**src/rtl/pport_ext_pkg.sv**
```systemverilog
package pport_ext_pkg;

    localparam int BYTE_W = 8;
    localparam int OFS_W  = 3;
    localparam int N_OFS  = 1 << OFS_W;

    localparam int OFS_DATA = 0;
    localparam int OFS_CFGB = 1;
    localparam int OFS_ECR  = 2;

    localparam logic [BYTE_W-1:0] IDLE_READ = 8'hFF;

    typedef enum logic [2:0] {
        MODE_STD   = 3'd0,
        MODE_BYTE  = 3'd1,
        MODE_PFIFO = 3'd2,
        MODE_XFIFO = 3'd3,
        MODE_EPP   = 3'd4,
        MODE_RSVD  = 3'd5,
        MODE_TEST  = 3'd6,
        MODE_CFG   = 3'd7
    } xmode_e;

endpackage

```
**src/rtl/pport_ext_decode.sv**
```systemverilog
module pport_ext_decode
    import pport_ext_pkg::*;
(
    input  logic [OFS_W-1:0] addr,
    input  logic             wr_en,
    input  logic             rd_en,
    output logic [N_OFS-1:0] wr_sel,
    output logic [N_OFS-1:0] rd_sel
);

    // Write wins over read when both strobes are present
    logic rd_only;
    assign rd_only = rd_en & ~wr_en;

    for (genvar g = 0; g < N_OFS; g++) begin : g_sel
        assign wr_sel[g] = wr_en   & (addr == OFS_W'(g));
        assign rd_sel[g] = rd_only & (addr == OFS_W'(g));
    end

endmodule

```
**src/rtl/pport_ext_fifo.sv**
```systemverilog
module pport_ext_fifo #(
    parameter int DEPTH = 2,
    parameter int W     = 8
) (
    input  logic                           clk,
    input  logic                           rst_n,
    input  logic                           push,
    input  logic                           pop,
    input  logic                           flush,
    input  logic [W-1:0]                   din,
    output logic [W-1:0]                   head,
    output logic [$clog2(DEPTH+1)-1:0]     fill,
    output logic                           empty,
    output logic                           full
);

    localparam int PTR_W = (DEPTH > 1) ? $clog2(DEPTH) : 1;
    localparam int CNT_W = $clog2(DEPTH + 1);
    localparam logic [PTR_W-1:0] LAST = PTR_W'(DEPTH - 1);

    logic [W-1:0]     mem [DEPTH];
    logic [PTR_W-1:0] wr_ptr, rd_ptr;
    logic [CNT_W-1:0] cnt;
    logic             do_push, do_pop;

    assign empty   = (cnt == '0);
    assign full    = (cnt == CNT_W'(DEPTH));
    assign do_push = push & ~full;
    assign do_pop  = pop & ~empty;
    assign head    = mem[rd_ptr];
    assign fill    = cnt;

    always_ff @(posedge clk) begin
        if (!rst_n || flush) begin
            wr_ptr <= '0;
            rd_ptr <= '0;
            cnt    <= '0;
        end else begin
            if (do_push) begin
                wr_ptr <= (wr_ptr == LAST) ? '0 : wr_ptr + 1'b1;
            end
            if (do_pop) begin
                rd_ptr <= (rd_ptr == LAST) ? '0 : rd_ptr + 1'b1;
            end
            case ({do_push, do_pop})
                2'b10:   cnt <= cnt + 1'b1;
                2'b01:   cnt <= cnt - 1'b1;
                default: cnt <= cnt;
            endcase
        end
    end

    always_ff @(posedge clk) begin
        if (do_push) begin
            mem[wr_ptr] <= din;
        end
    end

endmodule

```
**src/rtl/pport_ext_regs.sv**
```systemverilog
module pport_ext_regs
    import pport_ext_pkg::*;
#(
    parameter int FIFO_DEPTH = 2
) (
    input  logic              clk,
    input  logic              rst_n,
    input  logic [OFS_W-1:0]  addr,
    input  logic              wr_en,
    input  logic              rd_en,
    input  logic [BYTE_W-1:0] wdata,
    output logic [BYTE_W-1:0] rdata
);

    localparam int CNT_W = $clog2(FIFO_DEPTH + 1);

    logic [N_OFS-1:0]  wr_sel, rd_sel;
    xmode_e            mode_q, mode_d;
    logic [2:0]        ecr_free_q;
    logic [BYTE_W-1:0] cfgb_q, hold_q;
    logic              flush, push, pop, in_test;
    logic [BYTE_W-1:0] head;
    logic [CNT_W-1:0]  fill;
    logic              f_empty, f_full;
    logic [BYTE_W-1:0] data0_rd;

    pport_ext_decode u_decode (
        .addr   (addr),
        .wr_en  (wr_en),
        .rd_en  (rd_en),
        .wr_sel (wr_sel),
        .rd_sel (rd_sel)
    );

    // Next mode: T_ECR_WRITE moves to the written mode; T_FLUSH rides along
    always_comb begin
        mode_d = mode_q;
        flush  = 1'b0;
        if (wr_sel[OFS_ECR]) begin
            mode_d = xmode_e'(wdata[7:5]);
            flush  = (wdata[7:5] != mode_q);
        end
    end

    // State register
    always_ff @(posedge clk) begin
        if (!rst_n) begin
            mode_q <= MODE_STD;
        end else begin
            mode_q <= mode_d;
        end
    end

    // Outputs of the state: what offset 0 means in each mode
    always_comb begin
        in_test  = 1'b0;
        data0_rd = hold_q;
        unique case (mode_q)
            MODE_TEST: begin
                in_test  = 1'b1;
                data0_rd = f_empty ? IDLE_READ : head;
            end
            MODE_STD, MODE_BYTE, MODE_PFIFO, MODE_XFIFO,
            MODE_EPP, MODE_RSVD, MODE_CFG: begin
                in_test  = 1'b0;
                data0_rd = hold_q;
            end
        endcase
    end

    assign push = in_test & wr_sel[OFS_DATA];
    assign pop  = in_test & rd_sel[OFS_DATA];

    pport_ext_fifo #(
        .DEPTH (FIFO_DEPTH),
        .W     (BYTE_W)
    ) u_fifo (
        .clk   (clk),
        .rst_n (rst_n),
        .push  (push),
        .pop   (pop),
        .flush (flush),
        .din   (wdata),
        .head  (head),
        .fill  (fill),
        .empty (f_empty),
        .full  (f_full)
    );

    // Plain registers
    always_ff @(posedge clk) begin
        if (!rst_n) begin
            ecr_free_q <= '0;
            cfgb_q     <= '0;
            hold_q     <= '0;
        end else begin
            if (wr_sel[OFS_ECR])                 ecr_free_q <= wdata[4:2];
            if (wr_sel[OFS_CFGB])                cfgb_q     <= wdata;
            if (wr_sel[OFS_DATA] && !in_test)    hold_q     <= wdata;
        end
    end

    // Read mux
    always_comb begin
        case (addr)
            OFS_W'(OFS_DATA): rdata = data0_rd;
            OFS_W'(OFS_CFGB): rdata = cfgb_q;
            OFS_W'(OFS_ECR):  rdata = {mode_q, ecr_free_q, f_full, f_empty};
            default:          rdata = IDLE_READ;
        endcase
    end

endmodule

```
**config.mk**
```make
export PLATFORM = sky130hd
export DESIGN_NAME = pport_ext_regs
export DESIGN_NICKNAME = d
export VERILOG_FILES = /design/src/rtl/pport_ext_pkg.sv /design/src/rtl/pport_ext_decode.sv /design/src/rtl/pport_ext_fifo.sv /design/src/rtl/pport_ext_regs.sv
export SDC_FILE = /design/constraint.sdc
export NUM_CORES = 1
export LEC_CHECK = 0
export ABC_AREA = 1
export BUFFER_PORTS_ARGS = -buffer_cell sky130_fd_sc_hd__buf_2
export CAP_MARGIN = 25
export CORE_ASPECT_RATIO = 1.1
export CORE_MARGIN = 5
export CORE_UTILIZATION = 28
export DETAILED_ROUTE_END_ITERATION = 12
export PLACE_DENSITY = 0.53
export SYNTH_ARGS = -nofsm -noshare
export SYNTH_HDL_FRONTEND = slang
export SYNTH_SLANG_ARGS = --single-unit
```
**constraint.sdc**
```tcl
create_clock -name clk -period 1.75 [get_ports clk]
set_input_delay 0.35 -clock clk [delete_from_list [all_inputs] [get_ports clk]]
set_output_delay 0.35 -clock clk [all_outputs]
set_load 0.02 [all_outputs]
```
==> results.md, run 1 <==
- Status: finished, violations left
- Failing checks: setup timing
- Cts hold-fix bufs: 0
- Pins Over Slew Limit: 0
- Post-Syn Instances: 251
- Crit-path most repeated cell: buf_6
- Initial antenna violation count: 0
- Post-synthesis cell type count: 23
- Min cycle time layout: 1.82 ns
- Number of flops mapped to enable cells by yosys: 16
- Initial DRC Count: 159
- Final core area utilization: 39.3%
- Die area: 8910 sq um
- Crit-path max cell delay: 0.38 ns
- Cts bufs inserted: 5
- Slew @ Worst Pin: 0.393 ns
- Max clock buf depth: 2
- Share of layout cells above drive strength 1: 30.5%
- Worst setup EP type: output port
- Top-Level Pins: 23
- CP arrival: 1.47 ns
- Pwr/cell area: 761 nW/um^2
- Grt ovf: 0
- Largest family of logic cells by synthesized area: simple AND/OR/NAND/NOR gates
- Vias/cell: 4.83
- DR pass1 iterations: 5
- Die H: 98.5 microns
- Starting density of the core: 28.6%
- Peak VDD IR: 0.343 mV
- Avg Inst Size Synth: 7.95 sq um
- Ys async rst share: 0%
- Unrepaired setup endpoints after global routing: yes
- Sequential area share after synthesis: 51.2%
- Ys flop type: dfxtp_1
- Simple-Gate Fraction of Synth Area: 27.4%
- Via count: 1900
- Critical path type: flop to output port
- Cell area after placement: 2370 sq um
- CP Data Required Time: 1.40 ns
- Cell area after synthesis: 1990 sq um
- Core Rows: 32
- Synth Area in XOR/XNOR: 1.32%
- Root Buffer: clkbuf_8
- CTS tree: yes
- Clock sink count: 43
- First-pass GRT wire length: 9.13 mm
- ANT cells: 0
- Hold Crit Class: input port to flop
- MaxCap Viol Count: 0
- Crit Path Max Fanout: 7
- Post-synthesis net count: 267
- F_max: 549 MHz
- YS warnings: 0
- Final Net Count: 323
- Share of the synthesized area in the top cell type: 27.1%
- Largest delay contributor family on the critical path: buffers and inverters
- Largest net degree at the start of global routing: 24
- Synth area leaders: dfxtp_1 27%, edfxtp_1 24%, nor2_1 9.2%
- P_leak: 1.11 nW
- Area leader, netlist: dfxtp_1
- Area Growth Syn to Fin: 37.3%
- Post-Route Skew: 0.00597 ns
- Crit path buf inv count: 3
- Core ar.: 6970 sq um
- CTS H-Tree Depth: 2
- DRT Wirelength: 5.68 mm
- Final ANT Viol Nets: 0
- Die X-Extent: 90.5 microns
- Gr usage total: 13.0%
- Filler cell count: 739
- PnR worst setup slack: -0.0724 ns
- WL per Instance: 14.5 microns
- Worst path slowest cell: dfxtp_4
- Clock slew at reported path FFs: 0.08 ns
- Adder-cell share of the synthesized area: 0.627%
- Final instance area: 2740 sq um
- Final setup viols: 8
- Port Buf Inserts: 22
- Critical path cell sequence: buf_4 > nand3_4 > buf_6 > o21ai_1 > nand2_1 > buf_6
- Most common cell in the synthesized netlist: nor2_1
- Commonest cells in the synthesized netlist: 49 x nor2_1, 40 x nand2_1, 36 x o21ai_0, 27 x dfxtp_1, 21 x inv_1
- HPWL after DPL: 3.84 mm
- Slew HR: 73.8%
- Fin. Hold Viols: 0
- Startpoint type of the worst setup path: flop
- Mux cell area share after synthesis: 0%
- Final worst path period share: 104%
- DRC Markers: 0
- GPL Wtd Cong: 0.797
- Post-synthesis compound-gate area fraction: 13.6%
- Yosys reg bits: 43
- Vias in the first global route: 1834
- Clk_lat worst skew: 0.30 ns
## sequential cells by signal, indices dropped and copies added (netlist names), named ones only
name           flops
u_fifo.mem        16
cfgb_q             8
hold_q             8
ecr_free_q         3
mode_q             3
u_fifo.fill        2
u_fifo.rd_ptr      1
u_fifo.wr_ptr      1
## cells by family after synthesis
kind of cell / after synthesis
and+or+nand+nor: 122
AOI/OAI and AO/OA: 54
DFF: 43
buffers and inverters: 28
xor gates and xnor gates: 3
adders and majority gates: 1
## path summary, 6_finish.rpt
kind              slack [ns]  cells past startpoint      start                to
setup reg to reg        0.08                      9  mode_q[1]    u_fifo.fill[1]
hold / removal          0.29                      1   wdata[2]  u_fifo.mem[0][2]
hold reg to reg         0.45                      2  cfgb_q[4]         cfgb_q[4]
setup / recovery       -0.07                      6  mode_q[1]          rdata[7]
## cell usage in the layout, fill, tap and decap left out, types with 3 or more instances in the layout
| master | netlist | layout |
|---|---|---|
| nor2_1 | 49 | 42 |
| nand2_1 | 40 | 38 |
| o21ai_0 | 36 | 29 |
| buf_4 | 1 | 26 |
| dfxtp_1 | 27 | 24 |
| inv_1 | 21 | 20 |
| a21oi_1 | 18 | 18 |
| edfxtp_1 | 16 | 16 |
| buf_2 | 1 | 14 |
| nand3_1 | 13 | 12 |
| buf_6 | 1 | 9 |
| nor3_1 | 8 | 8 |
| nor2_4 | 4 | 7 |
| clkbuf_8 | 0 | 6 |
| nor2_2 | 1 | 5 |
| nand2_2 | 3 | 4 |
| o21ai_2 | 0 | 4 |
| buf_12 | 0 | 4 |
| inv_2 | 2 | 3 |
| o21ai_1 | 0 | 3 |
## layout make-up
class	instances	area (sq um)	area share (%)
clock buffer	6	82.6	3.02
clock inverter	2	35.0	1.28
inverter	23	86.3	3.15
multi-input combinational	180	926	33.8
sequential	43	1030	37.6
tap	85	106	3.88
timing repair buffer	54	472	17.2
## repair_timing
action                                  in CTS  in global routing
gates resized for setup                     32                 17
buffers inserted                             3                  7
pin swaps                                    2                  8
endpoints found under the setup margin       8                  9
gates cloned                                 0                  1
## where the power goes
group	switching, W	leakage [nW]	internal, W	total (W)
combinational	0.000127	0.684	0.0000899	0.000217
clock	0.000343	0.0612	0.000462	0.000804
sequential	0.0000105	0.365	0.00105	0.00106
## metal layers
| layer | track usage [%] | up-vias | part of all wire [%] |
|---|---|---|---|
| met5 | 0 | - | 0 |
| met1 | 17.7 | 895 | 48 |
| li1 | - | 935 | - |
| met4 | 3.78 | 0 | 0.69 |
| met3 | 2.82 | 6 | 5.6 |
| met2 | 20.6 | 64 | 46 |
## worst reg2reg max path: cells and delay by family (launching register included)
family,cells,cell delay (ns)
buf+inv,1,0.12
simple gates,6,0.74
fa+ha+maj,1,0.19
xor+xnor,1,0.14
flops,1,0.38
## per-stage QoR
stage | setup WS (ns) | hold WS (ns) | instances | power, W | setup TNS, ns
2_1_floorplan | 0.125 | 0.424 | 251 | 0.00118 | 0
3_3_place_gp | 0.00741 | 0.439 | 374 | 0.00127 | 0
3_5_place_dp | 0.0123 | 0.440 | 374 | 0.00127 | 0
4_1_cts | -0.0716 | 0.287 | 385 | 0.00209 | -0.451
5_1_grt | -0.124 | 0.284 | 393 | 0.00217 | -0.905
6_report | -0.0724 | 0.294 | 393 | 0.00208 | -0.396
Power figures use the tool's default switching activity.
==> run 2: changes to the inputs <==
- CORE_ASPECT_RATIO: 1.1 -> 1.5
- CORE_MARGIN: 5 -> not set
- TNS_END_PERCENT: not set -> 20
==> run 2 against run 1 <==
Effect of this change:
- the run still ends with setup timing left
- sequential share of layout area up 3.5 points
- utilization decreased by 2.7 points
- register-to-register slack got worse by 0.05 ns
- global-route usage up 1.5 points
- non-clock buffer count is 12 lower
- critical path depth increased by 2
- setup slack better by 0.043 ns
==> results.md, run 2 (synthesized netlist as in run 1, its figures left out) <==
- Status: finished, violations left
- Failing checks: setup timing
- Slew HR: 74.9% (+1.1 points)
- Critical path cell sequence: nand2_4 > nor2_4 > buf_12 > nor2_1 > nor2_1 > o21ai_1 > nand3_1 > buf_4
- DRC Markers: 0 (unchanged)
- Peak VDD IR: 0.357 mV (+3.9%)
- Crit-path max cell delay: 0.38 ns (about the same)
- P_leak: 1.01 nW (-9.3%)
- First-pass GRT wire length: 8.16 mm (-11%)
- Cts bufs inserted: 5 (unchanged)
- PnR worst setup slack: -0.0297 ns (+0.0427 ns)
- Pwr/cell area: 750 nW/um^2 (-1.3%)
- Slew @ Worst Pin: 0.376 ns (-0.0163 ns)
- Core ar.: 6850 sq um (-1.7%)
- Final Net Count: 311 (-3.7%)
- DRT Wirelength: 5.16 mm (-9.2%)
- Crit path buf inv count: 2 (-1)
- Worst path slowest cell: dfxtp_4
- CP arrival: 1.43 ns (-0.04 ns)
- Most frequent cells in the layout: 48 x nor2_1, 39 x nand2_1, 31 x o21ai_0, 23 x dfxtp_1, 20 x inv_1
- Final core area utilization: 36.6% (-2.7 points)
- Filler cell count: 717 (-3.0%)
- Core Rows: 37 (+16%)
- WL per Instance: 13.8 microns (-4.5%)
- GPL Wtd Cong: 0.846 (+6.2%)
- Top-Level Pins: 23 (unchanged)
- Sequential cell area: 1030 sq um (+0.12%)
- Crit Path Max Fanout: 12 (+5)
- Via count: 1756 (-7.6%)
- Hold Crit Class: input port to flop
- Die X-Extent: 70.9 microns (-22%)
- MaxCap Viol Count: 0 (unchanged)
- Area Growth Syn to Fin: 25.7%
- Starting density of the core: 29.1% (+0.48 points)
- Final worst path period share: 102% (-2.4 points)
- Vias in the first global route: 1602 (-13%)
- Worst setup EP type: output port
- Clock slew at reported path FFs: 0.09 ns (about the same)
- Die H: 105 microns (+7.0%)
- Crit-path most repeated cell: nor2_1
- Gr usage total: 14.5% (+1.5 points)
- Largest delay contributor family on the critical path: flip-flops
- Biggest register: u_fifo.mem
- Cell area after placement: 2310 sq um (-2.7%)
- F_max: 562 MHz (+2.4%)
- CTS tree: yes
- Initial antenna violation count: 0 (unchanged)
- HPWL after DPL: 3.82 mm (-0.35%)
- DR pass1 iterations: 4 (-1)
- CTS H-Tree Depth: 2 (unchanged)
- Grt ovf: 0 (unchanged)
- Final setup viols: 5 (-3)
- CP Data Required Time: 1.40 ns (about the same)
- Startpoint type of the worst setup path: flop
- Biggest regs: u_fifo.mem: 16 flops, cfgb_q: 8 flops, hold_q: 8 flops
- Root Buffer: clkbuf_8
- Initial DRC Count: 60 (-62%)
- Port Buf Inserts: 22 (unchanged)
- Fin. Hold Viols: 0 (unchanged)
- Vias/cell: 4.70 (-2.9%)
- Final instance area: 2510 sq um (-8.4%)
- Number of flip-flops in the largest register: 16 (unchanged)
- Critical path type: flop to output port
- Min cycle time layout: 1.78 ns (-0.0427 ns)
- Share of layout cells above drive strength 1: 24.0% (-6.5 points)
- Post-Route Skew: 0.0114 ns (+0.00545 ns)
- Clk_lat worst skew: 0.30 ns (about the same)
- Largest net degree at the start of global routing: 24 (unchanged)
- Clock sink count: 43 (unchanged)
- Area of the multi-input gates: 873 sq um (-5.7%)
- Final ANT Viol Nets: 0 (unchanged)
- Pins Over Slew Limit: 0 (unchanged)
- Unrepaired setup endpoints after global routing: yes
- Max clock buf depth: 2 (unchanged)
- ANT cells: 0 (unchanged)
- Die area: 7470 sq um (-16%)
- Commonest non-fill, non-tap cell in the layout: nor2_1
## run 2: changes by cell type in the layout (fill, tap and decap cells not counted), moves of 2 or more
cell,previous run,this run
nor2_1,42,48
o21ai_0,29,31
clkinv_2,1,3
buf_12,4,2
o21ai_2,4,0
o21ai_1,3,5
buf_4,26,18
nor2_4,7,4
nor2_2,5,2
## run 2: worst paths after layout
kind | slack [ns] | cells past startpoint | to | start
max | -0.03 | 8 | rdata[1] | mode_q[1]
max reg2reg | 0.03 | 9 | u_fifo.fill[1] | mode_q[0]
min reg2reg | 0.45 | 2 | cfgb_q[3] | cfgb_q[3]
min | 0.29 | 1 | u_fifo.mem[1][3] | wdata[3]
## run 2: final cells by class
class,instances,share of cell area [%]
sequential,43,41.1
multi-input combinational,180,34.8
timing repair buffer,42,13.4
tap,78,3.89
inverter,23,3.44
clock buffer,5,2.74
clock inverter,3,0.599
## run 2: metal layers
| layer | vias up | GRT usage, % | part of all wire [%] |
|---|---|---|---|
| met5 | - | 0 | 0 |
| met4 | 0 | 7.14 | 1.6 |
| met3 | 8 | 2.68 | 2.0 |
| met2 | 22 | 24.9 | 54 |
| met1 | 812 | 17.1 | 42 |
| li1 | 914 | - | - |
## run 2: worst register-to-register path: stages (launching register included)
cell,delay [ns]
dfxtp_2,0.33
inv_1,0.12
nand3_4,0.16
nor2_4,0.17
nand2_1,0.10
ha_1,0.20
or2_2,0.27
nand2_1,0.08
xor2_1,0.15
nor2_1,0.06
## run 2: per-stage QoR
stage               TNS, ns  hold WS (ns)  total power (W)  setup slack (ns)  instances
finish              -0.0896         0.293          0.00188           -0.0297        374
global route         -0.820         0.297          0.00196            -0.131        374
CTS                  -0.248         0.296          0.00190           -0.0617        374
detailed placement  -0.0146         0.442          0.00127           -0.0146        363
global placement          0         0.436          0.00127            0.0251        363
floorplan                 0         0.424          0.00118             0.125        251
## run 2: where the power goes
| group | internal [W] | total [W] | switching, W |
|---|---|---|---|
| combinational | 0.0000825 | 0.000207 | 0.000125 |
| clock | 0.000273 | 0.000615 | 0.000341 |
| sequential | 0.00105 | 0.00106 | 0.00000894 |
| total | 0.00141 | 0.00188 | 0.000475 |
## run 2: timing repair
action,CTS,global route
hold buffers,0,0
pin swaps,5,4
gates resized for setup,23,9
endpoints found under the setup margin,8,9
hold endpoints to repair,0,0
setup buffers,3,0
==> run 3: changes to the inputs <==
- ABC_AREA: 1 -> not set
- CTS_CLUSTER_DIAMETER: not set -> 80
==> run 3 against run 2 <==
Effect of this change:
- the run ends with DRC, setup timing left
- sequential cell count unchanged
- clock skew fell by 0.0027 ns
- hold slack lost 0.015 ns
- setup slack got worse by 0.31 ns
- clock power rose by 3.4%
- utilization about the same
- highest routed layer unchanged
- global-route usage fell by 0.27 points
- count of clock-buffer cells in the layout is 1 higher
==> results.md, run 3 <==
- Max clock buf depth: 2 (unchanged)
- PnR worst setup slack: -0.342 ns (-0.312 ns)
- Share of the synthesized area in the top cell type: 26.9% (-0.22 points)
- ANT cells: 0 (unchanged)
- Grt ovf: 0 (unchanged)
- CP Data Required Time: 1.40 ns (about the same)
- Area leader, netlist: dfxtp_1
- Failing checks: DRC, setup timing
- WL per Instance: 15.6 microns (+13%)
- Pins Over Slew Limit: 0 (unchanged)
- CTS tree: yes
- MaxCap Viol Count: 0 (unchanged)
- M1 GR Usage: 16.2% (-0.90 points)
- Commonest cells in the synthesized netlist: 30 x mux2i_1, 27 x dfxtp_1, 23 x nor2_1, 23 x nor2b_1, 16 x edfxtp_1
- Clk_lat worst skew: 0.30 ns (about the same)
- First-pass GRT wire length: 8.07 mm (-1.2%)
- Final instance area: 2530 sq um (+0.75%)
- GPL Wtd Cong: 0.837 (-1.1%)
- Cts bufs inserted: 5 (unchanged)
- FF-to-FF End: u_fifo.fill[1]
- Worst setup EP type: output port
- Worst slack, placed: -0.0784 ns (-0.0638 ns)
- Initial antenna violation count: 0 (unchanged)
- Startpoint type of the worst setup path: flop
- Worst Setup SP: mode_q[0]
- Ys async rst share: 0% (unchanged)
- Filler cell count: 691 (-3.6%)
- Pwr/cell area: 741 nW/um^2 (-1.2%)
- R2r setup slk: 0.09 ns (+0.06 ns)
- Number of flip-flops in the largest register: 16 (unchanged)
- Root Buffer: clkbuf_8
- Final Net Count: 252 (-19%)
- Top-Level Pins: 23 (unchanged)
- Post-synthesis net count: 203 (-24%)
- Synth area leaders: dfxtp_1 27%, edfxtp_1 24%, mux2i_1 15%
- Combinational power share: 9.9% (-1.1 points)
- Gr usage total: 14.2% (-0.27 points)
- Met3 usage: 2.20% (-0.48 points)
- Clock sink count: 43 (unchanged)
- Worst r2r src: mode_q[0]
- Commonest non-fill, non-tap cell in the layout: mux2i_1
- Die area: 7530 sq um (+0.80%)
- Clock power frac: 34.0% (+1.3 points)
- Critical path type: flop to output port
- Post-synthesis cell type count: 30 (+30%)
- Cell area after placement: 2400 sq um (+4.0%)
- Yosys reg bits: 43 (unchanged)
- Number of flops mapped to enable cells by yosys: 16 (unchanged)
- YS warnings: 0 (unchanged)
- R2R cell count: 8 (-1)
- Clock slew at reported path FFs: 0.08 ns (about the same)
- Unrepaired setup endpoints after global routing: yes
- Vias/cell: 4.71 (+0.32%)
- Internal: 0.00144 W (+2.3%)
- Biggest regs: u_fifo.mem: 16 flops, cfgb_q: 8 flops, hold_q: 8 flops
- Largest net degree at the start of global routing: 24 (unchanged)
- Slew @ Worst Pin: 0.345 ns (-0.0313 ns)
- F_max: 478 MHz (-15%)
- DR pass1 iterations: 8 (+4)
- P_leak: 0.971 nW (-3.6%)
- Crit Path Max Fanout: 3 (-9)
- Final worst path period share: 120% (+18 points)
- Starting density of the core: 29.1% (+0.040 points)
- Most frequent cells in the layout: 30 x mux2i_1, 29 x buf_4, 27 x dfxtp_1, 23 x nor2b_1, 22 x nor2_1
- Port Buf Inserts: 22 (unchanged)
- Peak VDD IR: 0.332 mV (-6.8%)
- Sequential power share: 56.1% (-0.2 points)
- GRT busiest layer: met2
- Core Rows: 37 (unchanged)
- Cell area after synthesis: 2010 sq um (+0.82%)
- Share of layout cells above drive strength 1: 29.7% (+5.7 points)
- Biggest register: u_fifo.mem
- Die X-Extent: 71.2 microns (+0.39%)
- Ys flop type: dfxtp_1
- Sequential area share after synthesis: 50.8% (-0.41 points)
- Global-route track usage on met2: 25.6% (+0.72 points)
- Avg Inst Size Synth: 10.8 sq um (+35%)
- Die H: 106 microns (+0.40%)
- Min cycle time layout: 2.09 ns (+0.312 ns)
- Net Switching: 0.000434 W (-8.7%)
- Area Growth Syn to Fin: 25.6% (about the same)
- Fin. Hold Viols: 0 (unchanged)
- Final ANT Viol Nets: 0 (unchanged)
- Most common cell in the synthesized netlist: mux2i_1
- DRT Wirelength: 4.89 mm (-5.3%)
- DRC Markers: 1 (+1)
- Final setup viols: 8 (+3)
- HPWL after DPL: 3.55 mm (-7.1%)
- Via count: 1479 (-16%)
- Hold Crit Class: input port to flop
- Post-Syn Instances: 187 (-25%)
- Switching Fraction: 23.2% (-2.1 points)
- CP arrival: 1.74 ns (+0.31 ns)
- Initial DRC Count: 67 (+12%)
- Slew HR: 77.0% (+2.1 points)
- End of the critical path: rdata[5]
- CTS H-Tree Depth: 2 (unchanged)
- Core ar.: 6900 sq um (+0.68%)
- Status: finished, violations left
- Vias in the first global route: 1591 (-0.69%)
- Post-Route Skew: 0.00869 ns (-0.00274 ns)
-- run 3: changes by cell type after synthesis, sizes merged, moves of 4 or more --
cell	delta
a21oi	-5
clkbuf	+4
inv	-20
mux2i	+30
nand2	-42
nand3	-15
nor2	-31
nor2b	+23
nor3	-6
o21ai	-27
or3	+7
-- run 3: cell families after synthesis --
group	Yosys count	synth area share [%]
AO/OA/AOI/OAI	28	8.84
XOR/XNOR	8	3.48
adder cells (fa/ha/maj)	1	0.622
buffers and inverters	15	3.80
flip-flops	43	50.8
multiplexers	30	14.9
AND/OR/NAND/NOR	62	17.5
-- run 3: cell type report --
cell class	count	area (sq um)	area share (%)
sequential	43	1020	40.4
multi-input combinational	129	932	36.9
timing repair buffer	54	377	14.9
tap	78	97.6	3.86
clock buffer	6	82.6	3.27
inverter	3	11.3	0.446
clock inverter	1	5.00	0.198
-- run 3: critical path, stage by stage (launching register included) --
cell	delay [ns]
dfxtp_1	0.31
and3b_2	0.25
a21boi_4	0.19
buf_4	0.14
a21oi_1	0.05
or3_1	0.35
buf_6	0.15
-- run 3: power groups by stage --
stage	sequential (W)	combinational, W	clock [W]
after floorplan	0.00107	0.000101	0
after global placement	0.00107	0.000183	0
after detailed placement	0.00107	0.000184	0
after CTS	0.00105	0.000187	0.000660
after global routing	0.00105	0.000204	0.000696
final	0.00105	0.000186	0.000636
-- run 3: worst min path at each step --
stage	startpoint	end	slack (ns)	cells past startpoint
detailed placement	u_fifo.rd_ptr	u_fifo.rd_ptr	0.50	2
CTS	wdata[0]	u_fifo.mem[0][0]	0.27	1
finish	wdata[1]	u_fifo.mem[0][1]	0.28	1
global route	wdata[0]	u_fifo.mem[0][0]	0.27	1
floorplan	wdata[0]	u_fifo.mem[0][0]	0.45	0
global placement	cfgb_q[0]	cfgb_q[0]	0.50	2
-- run 3: per-layer routing --
| metal | routed length (microns) | share of wire, % | up-vias |
|---|---|---|---|
| met4 | 91 | 1.9 | 0 |
| met3 | 128 | 2.6 | 6 |
| met5 | 0 | 0 | - |
| li1 | - | - | 747 |
| met2 | 2610 | 53 | 19 |
| met1 | 2060 | 42 | 707 |
-- run 3: timing repair --
action	CTS	global route
hold buffers	0	0
setup endpoints to repair	8	9
gates resized for setup	4	5
setup buffers	2	0
-- run 3: metrics by stage --
| stage | power (W) | setup TNS (ns) | utilization, % | hold slack [ns] | cells |
|---|---|---|---|---|---|
| 2_1_floorplan | 0.00117 | -0.194 | - | 0.449 | 187 |
| 3_3_place_gp | 0.00126 | -0.194 | 34.8 | 0.495 | 305 |
| 3_5_place_dp | 0.00126 | -0.537 | 34.8 | 0.504 | 305 |
| 4_1_cts | 0.00190 | -2.51 | 36.5 | 0.270 | 314 |
| 5_1_grt | 0.00195 | -3.06 | 36.6 | 0.273 | 314 |
| 6_report | 0.00187 | -2.40 | 36.6 | 0.278 | 314 |
